**src/rtl/sreq_pkg.sv**
```systemverilog
package sreq_pkg;

    typedef enum logic [2:0] {
        ST_IDLE,
        ST_WAIT_LOW,
        ST_REQ_LOAD,
        ST_REQ_SHIFT,
        ST_WAIT_HIGH,
        ST_RSP_LOAD,
        ST_RSP_SHIFT,
        ST_FINISH
    } sreq_state_t;

    typedef enum logic [1:0] {
        ERR_NONE        = 2'd0,
        ERR_SEL_TIMEOUT = 2'd1,
        ERR_RSP_TIMEOUT = 2'd2
    } sreq_err_t;

    localparam int HDR_BYTES = 3;

endpackage

```
**src/rtl/srdy_sync.sv**
```systemverilog
module srdy_sync #(
    parameter logic RESET_VAL = 1'b1
) (
    input  logic clk,
    input  logic rst_n,
    input  logic d_async,
    output logic q_sync
);
    logic meta_q;
    logic sync_q;

    always_ff @(posedge clk or negedge rst_n) begin
        if (!rst_n) begin
            meta_q <= RESET_VAL;
            sync_q <= RESET_VAL;
        end else begin
            meta_q <= d_async;
            sync_q <= meta_q;
        end
    end

    assign q_sync = sync_q;
endmodule

```
**src/rtl/spi_byte_shifter.sv**
```systemverilog
module spi_byte_shifter #(
    parameter int DIV_W = 8
) (
    input  logic             clk,
    input  logic             rst_n,
    input  logic             go,
    input  logic [7:0]       tx,
    input  logic [DIV_W-1:0] half_div,
    input  logic             miso,
    output logic             sclk,
    output logic             mosi,
    output logic             done,
    output logic [7:0]       rx
);
    logic             active_q;
    logic             sclk_q;
    logic             done_q;
    logic [2:0]       bit_q;
    logic [DIV_W-1:0] div_q;
    logic [7:0]       tx_q;
    logic [7:0]       rx_q;

    always_ff @(posedge clk or negedge rst_n) begin
        if (!rst_n) begin
            active_q <= 1'b0;
            sclk_q   <= 1'b0;
            done_q   <= 1'b0;
            bit_q    <= '0;
            div_q    <= '0;
            tx_q     <= '0;
            rx_q     <= '0;
        end else begin
            done_q <= 1'b0;
            if (go) begin
                tx_q     <= tx;
                bit_q    <= '0;
                div_q    <= '0;
                sclk_q   <= 1'b0;
                active_q <= 1'b1;
            end else if (active_q) begin
                if (div_q == half_div) begin
                    div_q <= '0;
                    if (!sclk_q) begin
                        // rising edge: sample
                        sclk_q <= 1'b1;
                        rx_q   <= {rx_q[6:0], miso};
                    end else begin
                        // falling edge: present next bit
                        sclk_q <= 1'b0;
                        tx_q   <= {tx_q[6:0], 1'b0};
                        bit_q  <= bit_q + 3'd1;
                        if (bit_q == 3'd7) begin
                            active_q <= 1'b0;
                            done_q   <= 1'b1;
                        end
                    end
                end else begin
                    div_q <= div_q + 1'b1;
                end
            end
        end
    end

    assign sclk = sclk_q;
    assign mosi = tx_q[7];
    assign done = done_q;
    assign rx   = rx_q;
endmodule

```
**src/rtl/sreq_sequencer.sv**
```systemverilog
module sreq_sequencer
    import sreq_pkg::*;
#(
    parameter int ADDR_W = 9,
    parameter int CNT_W  = 16,
    parameter int DIV_W  = 8
) (
    input  logic              clk,
    input  logic              rst_n,
    input  logic              start,
    input  logic [DIV_W-1:0]  cfg_div,
    input  logic [CNT_W-1:0]  cfg_fall_limit,
    input  logic [CNT_W-1:0]  cfg_rise_limit,
    output logic              busy,
    output logic              done,
    output logic [1:0]        err_code,
    output logic [CNT_W-1:0]  fall_wait,
    output logic [CNT_W-1:0]  rise_wait,
    output logic [ADDR_W-1:0] buf_addr,
    input  logic [7:0]        buf_rdata,
    output logic              buf_we,
    output logic [7:0]        buf_wdata,
    output logic              ss_n,
    output logic              sclk,
    output logic              mosi,
    input  logic              miso,
    input  logic              srdy
);
    localparam logic [ADDR_W-1:0] HDR_LAST = ADDR_W'(HDR_BYTES - 1);
    localparam logic [ADDR_W-1:0] HDR_LEN  = ADDR_W'(HDR_BYTES);

    sreq_state_t       state, state_nxt;
    sreq_err_t         err_q;
    logic [ADDR_W-1:0] idx_q, last_q;
    logic [CNT_W-1:0]  fall_lim_q, rise_lim_q, fall_cnt_q, rise_cnt_q;
    logic              ss_q;
    logic              srdy_s;
    logic              sh_go, sh_done;
    logic [7:0]        sh_tx, sh_rx;

    srdy_sync #(.RESET_VAL(1'b1)) u_sync (
        .clk     (clk),
        .rst_n   (rst_n),
        .d_async (srdy),
        .q_sync  (srdy_s)
    );

    spi_byte_shifter #(.DIV_W(DIV_W)) u_shift (
        .clk      (clk),
        .rst_n    (rst_n),
        .go       (sh_go),
        .tx       (sh_tx),
        .half_div (cfg_div),
        .miso     (miso),
        .sclk     (sclk),
        .mosi     (mosi),
        .done     (sh_done),
        .rx       (sh_rx)
    );

    // next-state logic
    always_comb begin
        state_nxt = state;
        unique case (state)
            ST_IDLE:      if (start) state_nxt = ST_WAIT_LOW;
            ST_WAIT_LOW: begin
                if (!srdy_s)                      state_nxt = ST_REQ_LOAD;
                else if (fall_cnt_q == fall_lim_q) state_nxt = ST_FINISH;
            end
            ST_REQ_LOAD:  state_nxt = ST_REQ_SHIFT;
            ST_REQ_SHIFT: if (sh_done) state_nxt = (idx_q == last_q) ? ST_WAIT_HIGH : ST_REQ_LOAD;
            ST_WAIT_HIGH: begin
                if (srdy_s)                        state_nxt = ST_RSP_LOAD;
                else if (rise_cnt_q == rise_lim_q) state_nxt = ST_FINISH;
            end
            ST_RSP_LOAD:  state_nxt = ST_RSP_SHIFT;
            ST_RSP_SHIFT: if (sh_done) state_nxt = (idx_q == last_q) ? ST_FINISH : ST_RSP_LOAD;
            ST_FINISH:    state_nxt = ST_IDLE;
            default:      state_nxt = ST_IDLE;
        endcase
    end

    // state register
    always_ff @(posedge clk or negedge rst_n) begin
        if (!rst_n) state <= ST_IDLE;
        else        state <= state_nxt;
    end

    // datapath registers
    always_ff @(posedge clk or negedge rst_n) begin
        if (!rst_n) begin
            ss_q       <= 1'b1;
            idx_q      <= '0;
            last_q     <= '0;
            fall_lim_q <= '0;
            rise_lim_q <= '0;
            fall_cnt_q <= '0;
            rise_cnt_q <= '0;
            err_q      <= ERR_NONE;
        end else begin
            // select is registered from the next state so it never glitches
            ss_q <= (state_nxt == ST_IDLE) || (state_nxt == ST_FINISH);
            unique case (state)
                ST_IDLE: if (start) begin
                    idx_q      <= '0;
                    fall_lim_q <= cfg_fall_limit;
                    rise_lim_q <= cfg_rise_limit;
                    fall_cnt_q <= '0;
                    rise_cnt_q <= '0;
                    err_q      <= ERR_NONE;
                end
                ST_WAIT_LOW: if (srdy_s) begin
                    if (fall_cnt_q == fall_lim_q) err_q <= ERR_SEL_TIMEOUT;
                    else                          fall_cnt_q <= fall_cnt_q + 1'b1;
                end
                ST_REQ_LOAD: if (idx_q == '0) last_q <= ADDR_W'(buf_rdata) + HDR_LAST;
                ST_REQ_SHIFT: if (sh_done) idx_q <= (idx_q == last_q) ? '0 : idx_q + 1'b1;
                ST_WAIT_HIGH: if (!srdy_s) begin
                    if (rise_cnt_q == rise_lim_q) err_q <= ERR_RSP_TIMEOUT;
                    else                          rise_cnt_q <= rise_cnt_q + 1'b1;
                end
                ST_RSP_SHIFT: if (sh_done) begin
                    // byte 0 of the reply carries the payload length
                    if (idx_q == '0) last_q <= ADDR_W'(sh_rx) + HDR_LAST;
                    if (idx_q != last_q) idx_q <= idx_q + 1'b1;
                end
                default: ;
            endcase
        end
    end

    // outputs
    always_comb begin
        busy      = (state != ST_IDLE);
        done      = (state == ST_FINISH);
        ss_n      = ss_q;
        err_code  = err_q;
        fall_wait = fall_cnt_q;
        rise_wait = rise_cnt_q;
        buf_addr  = idx_q;
        buf_wdata = sh_rx;
        buf_we    = (state == ST_RSP_SHIFT) && sh_done;
        sh_go     = (state == ST_REQ_LOAD) || (state == ST_RSP_LOAD);
        if (state == ST_RSP_LOAD && idx_q < HDR_LEN) sh_tx = 8'h00;
        else                                         sh_tx = buf_rdata;
    end
endmodule

```
**config.mk**
```make
export PLATFORM = sky130hd
export DESIGN_NAME = sreq_sequencer
export DESIGN_NICKNAME = d
export VERILOG_FILES = /design/src/rtl/sreq_pkg.sv /design/src/rtl/srdy_sync.sv /design/src/rtl/spi_byte_shifter.sv /design/src/rtl/sreq_sequencer.sv
export SDC_FILE = /design/constraint.sdc
export NUM_CORES = 1
export LEC_CHECK = 0
export BUFFER_PORTS_ARGS = -buffer_cell sky130_fd_sc_hd__buf_2
export CAP_MARGIN = 20
export CORE_MARGIN = 1.5
export CORE_UTILIZATION = 35
export CTS_BUF_LIST = sky130_fd_sc_hd__clkbuf_16
export DETAILED_ROUTE_END_ITERATION = 10
export HOLD_SLACK_MARGIN = 0.05
export PLACE_DENSITY = 0.61
export SLEW_MARGIN = 20
export SYNTH_ARGS = -nofsm -noshare
export SYNTH_HDL_FRONTEND = slang
export SYNTH_SLANG_ARGS = --single-unit
```
**constraint.sdc**
```tcl
create_clock -name clk -period 2.37 [get_ports clk]
set_input_delay 0.474 -clock clk [delete_from_list [all_inputs] [get_ports clk]]
set_output_delay 0.474 -clock clk [all_outputs]
set_load 0.02 [all_outputs]
```
==> impl_metrics.yaml, run 1 <==
sta:
  period_share: 0.953
  clock_skew_ns: 0.00888
  fmax_mhz: 443
  worst_pin_slew_ns: 0.687
  timing.final.hold_violations: 0
  fin_setup_tns_ns: 0
  setup_viol: 0
  post-route-min-period_ns: 2.26
  rsz0062_at_grt: "no"
  final_max_slew_viol_count: 0
  relSlewSlack: 0.542
setup_path:
  path_cells: "and3b_2 -> buf_4 -> and2_1 -> buf_2"
  cp-start-kind: "register"
  worstRegToRegCells: 7
  slowest_stage: "dfrtp_1"
  crit_family: "simple AND/OR/NAND/NOR gates"
  worst-path-max-fanout: 11
  cp.arrival_ns: 1.79
  cp_data_required_time_ns: 1.90
  max_stage_delay_ns: 0.50
  crit_buf_inv: 2
  path_depth: 4
  crit_type: "reg2out"
  cp-end-kind: "output pin"
worst_hold_path:
  hold_path_class: "in2reg"
  min_path_cells: 1
power:
  leakage_uw: 0.00376
  max-vdd-ir-drop_v: 0.000520
  p_int_uw: 4870
  p_per_area_nw_per_um2: 908
  comb_power_share: 0.257
  clockPowerShare: 0.318
  p_seq_frac: 0.425
  swShare: 0.325
  power_switching_uw: 2340
detailed_routing:
  drt-pass1-iter-count: 5
  num_vias: 5183
  drtAntennaViolNets: 0
  wl_per_cell_um: 14.7
  first_iter_violations: 324
  drc: 0
  drt_wl_total_mm: 15.3
  vias_per_cell: 4.98
die:
  dieArea_um2: 19300
  dieWidth_um: 139
  start_util: 0.358
  rows: 49
  io_pins: 110
  coreArea_um2: 18000
  die_h_um: 139
global_route:
  grt_pass1_vias: 5085
  grt_antenna_before_repair: 0
  overflow: 0
  grt_util_all_layers: 0.165
  grt_pass1_wl_mm: 25.7
  grt_max_degree: 118
job:
  maxCapViolCount: 0
logic_synthesis:
  ys_seq_area_frac: 0.466
  synth_cells: 667
  synthesis.nets: 728
  yosys.cell_types.count: 60
  synth-edff-count: 0
  synth-warning-count: 0
  ys_seq_elements: 120
  synth.cell_area_um2: 6460
  synth_area_per_cell_um2: 9.68
  async_flop_share: 1.00
  synthFlopType: "dfrtp_1"
placed_design:
  place_congestion: 0.787
  dp_hpwl_mm: 10.9
  portBuffers: 109
  dpl_cell_area_um2: 7410
clock_tree:
  clock_path_buffers: 2
  numCtsBuffers: 17
  clk_latency_ns: 0.41
  cts_tree: "done"
  clk_pin_slew_ns: 0.05
  htree_num_levels: 4
  cts_setup_buffers: 0
  cts.sinks: 120
  cts-root-buf: "clkbuf_16"
final_layout:
  utilization: 0.441
  diodes: 0
  fill_cells: 1804
  area_growth_pct: 23.0
  stdcell_area_um2: 7940
  nNetsFinal: 860
  drive_gt1_frac: 0.261
outcome:
  status: "complete, no violations"
==> metrics by stage <==
stage	setup WS, ns	std cells	power, uW	hold slack, ns
5_1_grt	0.0426	1040	7700	0.153
6_report	0.111	1040	7210	0.167
3_3_place_gp	0.227	1008	4930	0.281
4_1_cts	0.0349	1040	7310	0.149
3_5_place_dp	0.197	1008	4970	0.279
2_1_floorplan	0.243	667	4360	0.178
==> cells in the mapped netlist (6+ instances only) <==
master,number,share of area
nand2_1,138,0.080
dfrtp_1,117,0.45
xnor2_1,61,0.083
nor2_1,42,0.024
inv_1,25,0.015
nand3_1,23,0.018
xor2_1,21,0.028
a21oi_1,19,0.015
mux2_2,19,0.033
nand4_1,17,0.016
a211oi_1,15,0.017
clkbuf_1,14,0.0081
mux2i_1,11,0.017
o21ai_0,11,0.0085
buf_2,10,0.0078
ha_1,8,0.016
o31ai_1,8,0.0093
or4_1,8,0.0093
a222oi_1,7,0.011
a22o_1,7,0.0095
and3_1,6,0.0058
nor4_1,6,0.0058
==> registers in the layout, summed over array words and instances, names as in the netlist <==
| signal | cells |
|---|---|
| last_q | 9 |
| fall_lim_q | 16 |
| u_shift.tx_q | 8 |
| u_sync.meta_q | 1 |
| u_shift.div_q | 8 |
| u_shift.active_q | 1 |
| u_shift.rx | 8 |
| u_shift.bit_q | 3 |
| fall_wait | 16 |
| u_sync.q_sync | 1 |
| rise_wait | 16 |
| buf_addr | 9 |
| state | 3 |
| u_shift.done | 1 |
| rise_lim_q | 16 |
| u_shift.sclk | 1 |
| ss_n | 1 |
| err_code | 2 |
==> worst paths after layout <==
| path | from | slack (ns) | end |
|---|---|---|---|
| min reg2reg | u_sync.meta_q | 0.36 | u_sync.q_sync |
| min | srdy | 0.17 | u_sync.meta_q |
| max in group asynchronous | rst_n | 1.10 | buf_addr[2] |
| min in group asynchronous | rst_n | 0.40 | u_shift.div_q[0] |
| max | state[0] | 0.11 | buf_we |
| max reg2reg | state[0] | 0.22 | fall_wait[8] |
==> power by group through the flow <==
stage	combinational, uW	clock [uW]	sequential [uW]
global route	2100	2450	3150
detailed placement	1870	0	3100
floorplan	1250	0	3110
CTS	1880	2360	3070
global placement	1850	0	3080
finish	1850	2300	3070
==> kinds of logic after synthesis <==
family,synth area share
AND/OR/NAND/NOR,0.211
flip-flops,0.466
AO/OA/AOI/OAI,0.109
XOR/XNOR,0.111
buffers and inverters,0.0380
multiplexers,0.0502
adder cells (fa/ha/maj),0.0155
==> cells in the final DEF, fill, tap and decap left out, drive strengths merged, types with 2 or more instances in the layout <==
master and instances:
nor2b 2, clkinv 7, nor3b 5, and3 6, nor3 6, dfstp 3, xnor2 61, inv 28
or2 4, nand2b 5, and4 2, or4 8, o21a 3, ha 8, a211oi 15, a2111oi 5
mux2 19, mux2i 11, o21ai 14, o31ai 8, nand2 138, a22o 7, and2 3, clkbuf 17
o211ai 2, nor4 8, a21oi 20, nand4 17, buf 141, clkinvlp 3, xor2 21, nand3 24
or3 4, a31oi 3, a222oi 7, dfrtp 117, nor2 43
==> worst reg2reg max path, stage by stage (launching register included) <==
cell and delay, ns:
dfrtp_1 0.50, nor2b_1 0.25, and3_1 0.21, nand4_1 0.13, o21ai_2 0.11, buf_12 0.18, or4_1 0.52, a21oi_1 0.18
==> routing by layer <==
layer / wire length, um / part of all wire / track usage
met1: 7440 / 0.49 / 0.228
met2: 6990 / 0.46 / 0.249
met3: 627 / 0.041 / 0.0394
met4: 260 / 0.017 / 0.0691
met5: 0 / 0 / 0
==> what timing repair did <==
action                                 4_1_cts  5_1_grt
setup endpoints to repair                    0        2
resized for setup                            0        2
endpoints found under the hold margin        3        0
hold buffers                                 1        0
==> area by class of cell <==
cell class / instances / area (um2) / area share
Sequential cell: 120 / 3010 / 0.378
Clock inverter: 14 / 95.1 / 0.0120
Clock buffer: 17 / 425 / 0.0536
Tap cell: 229 / 287 / 0.0361
Inverter: 25 / 93.8 / 0.0118
Multi-Input combinational cell: 493 / 3210 / 0.404
Timing Repair Buffer: 142 / 823 / 0.104
Note: power is estimated with default switching activity, not from simulation.
==> run 2: changes to the inputs <==
- CTS_BUF_LIST: sky130_fd_sc_hd__clkbuf_16 -> default
- GPL_TIMING_DRIVEN: default -> 0
==> run 2 against run 1 <==
  * Hold slack got worse by 0.010 ns
  * Total power rose by 5.6%
  * Register-to-register slack got worse by 0.08 ns
  * Maximum frequency decreased by 0.93%
  * Flip-flop and latch count stayed put
  * Final cell count rose by 0.67%
  * Sequential share of layout area decreased by 0.53 points
  * Combinational power about the same
  * Critical endpoint unchanged
==> impl_metrics.yaml, run 2 (same netlist as run 1, synthesis figures left out) <==
placed_design:
  place_congestion: 0.810
  portBuffers: 109
  dp_hpwl_mm: 11.4
  dp_cells: 1006
  dpl_cell_area_um2: 7320
clock_tree:
  clk_latency_ns: 0.42
  clk_pin_slew_ns: 0.05
  clock_path_buffers: 2
  cts-root-buf: "clkbuf_16"
  htree_num_levels: 4
  numCtsBuffers: 17
  cts_tree: "done"
  cts.sinks: 120
die:
  die_h_um: 139
  io_pins: 110
  dieWidth_um: 139
  rows: 49
  dieArea_um2: 19300
  start_util: 0.358
  coreArea_um2: 18000
worst_hold_path:
  hold_path_class: "in2reg"
detailed_routing:
  num_vias: 5279
  wl_per_cell_um: 14.9
  highest_layer: "met4"
  first_iter_violations: 358
  wl_met3_um: 708
  met1Wirelength_mm: 7.57
  vias_per_cell: 5.04
  drc: 0
  drt_wl_total_mm: 15.6
  drtAntennaViolNets: 0
  routed-wl-met2_mm: 7.05
  drt-pass1-iter-count: 5
setup_path:
  path_common_cell: "buf_6"
  crit_type: "reg2out"
  slowest_stage: "dfrtp_1"
  cp-end-kind: "output pin"
  max_stage_delay_ns: 0.38
  cp_data_required_time_ns: 1.90
  worst-path-max-fanout: 10
  cp-start-kind: "register"
  path_cells: "buf_6 -> and3b_1 -> buf_6 -> buf_8 -> and2_1 -> buf_2"
  cp.arrival_ns: 1.81
sta:
  rsz0062_at_grt: "no"
  fmax_mhz: 438
  worst_pin_slew_ns: 0.702
  post-route-min-period_ns: 2.28
  final_max_slew_viol_count: 0
  relSlewSlack: 0.529
  clock_skew_ns: 0.00816
  timing.final.hold_violations: 0
  setup_viol: 0
  holdWs_ns: 0.156
  period_share: 0.962
final_layout:
  area_growth_pct: 24.8
  final_cell_mix: "138 x nand2_1, 117 x dfrtp_1, 116 x buf_2"
  drive_gt1_frac: 0.255
  finalNonFillerCells: 1047
  stdcell_area_um2: 8060
  nNetsFinal: 865
  utilization: 0.447
  final_common_cell: "nand2_1"
global_route:
  overflow: 0
  grt_util_all_layers: 0.167
  grt_antenna_before_repair: 1
  grt_pass1_wl_mm: 25.8
  grt_max_degree: 64
  grt_pass1_vias: 4967
power:
  finalPower_uw: 7620
  leakage_uw: 0.00376
  max-vdd-ir-drop_v: 0.000541
  p_per_area_nw_per_um2: 945
outcome:
  status: "complete, no violations"
job:
  maxCapViolCount: 0
run 2: cell types whose count changed in the layout (fill, tap and decap cells not counted), moves of 2 or more:
cell,change
buf_2,+8
buf_12,-2
bufinv_16,+3
nor4_1,-2
inv_1,-3
buf_4,-23
clkinv_1,-3
buf_6,+6
clkbuf_1,+16
run 2: worst max-delay path: cells and delay by family, from the launching register on:
kind	cells	cell delay, ns
buffers and inverters	4	0.61
DFF	1	0.38
and+or+nand+nor	2	0.38
run 2: routing by layer:
layer / up-vias / track usage
li1: 2590 / -
met1: 2562 / 0.232
met2: 104 / 0.248
met3: 23 / 0.0418
met4: 0 / 0.0663
met5: - / 0
run 2: report_power, final:
group          switching (uW)  leakage, uW  internal, uW
Combinational             993      0.00192           848
Clock                     929     0.000290          1750
Sequential                490      0.00156          2600
run 2: timing repair:
| action | in CTS | in global routing |
|---|---|---|
| endpoints found under the hold margin | 24 | 0 |
| buffers inserted | 1 | 6 |
| pin swaps | 1 | 4 |
| hold buffers | 1 | 0 |
| endpoints found under the setup margin | 17 | 29 |
| gates resized for setup | 6 | 9 |
run 2: path summary, 6_finish.rpt:
check	startpoint	to	slack [ns]	depth (start not counted)
max	state[0]	buf_we	0.09	6
min	srdy	u_sync.meta_q	0.16	1
max reg2reg	state[0]	last_q[5]	0.14	9
min reg2reg	u_sync.meta_q	u_sync.q_sync	0.36	0
max in group asynchronous	rst_n	u_sync.q_sync	1.06	3
min in group asynchronous	rst_n	u_shift.tx_q[5]	0.60	2
run 2: layout make-up:
class	instances	area (um2)
fillers	1782	9970
plain buffers	29	173
diodes	1	2.50
clock buffers	20	437
inverters	25	93.8
clock inverters	12	175
multi-input cells	493	3240
well taps	229	287
flip-flops and latches	120	3010
repair buffers	118	642
run 2: through the flow:
stage               setup WS [ns]  TNS (ns)
finish                     0.0894         0
global route               0.0107         0
CTS                        0.0300         0
detailed placement         -0.104    -0.759
global placement           -0.807    -94.55
floorplan                   0.243         0
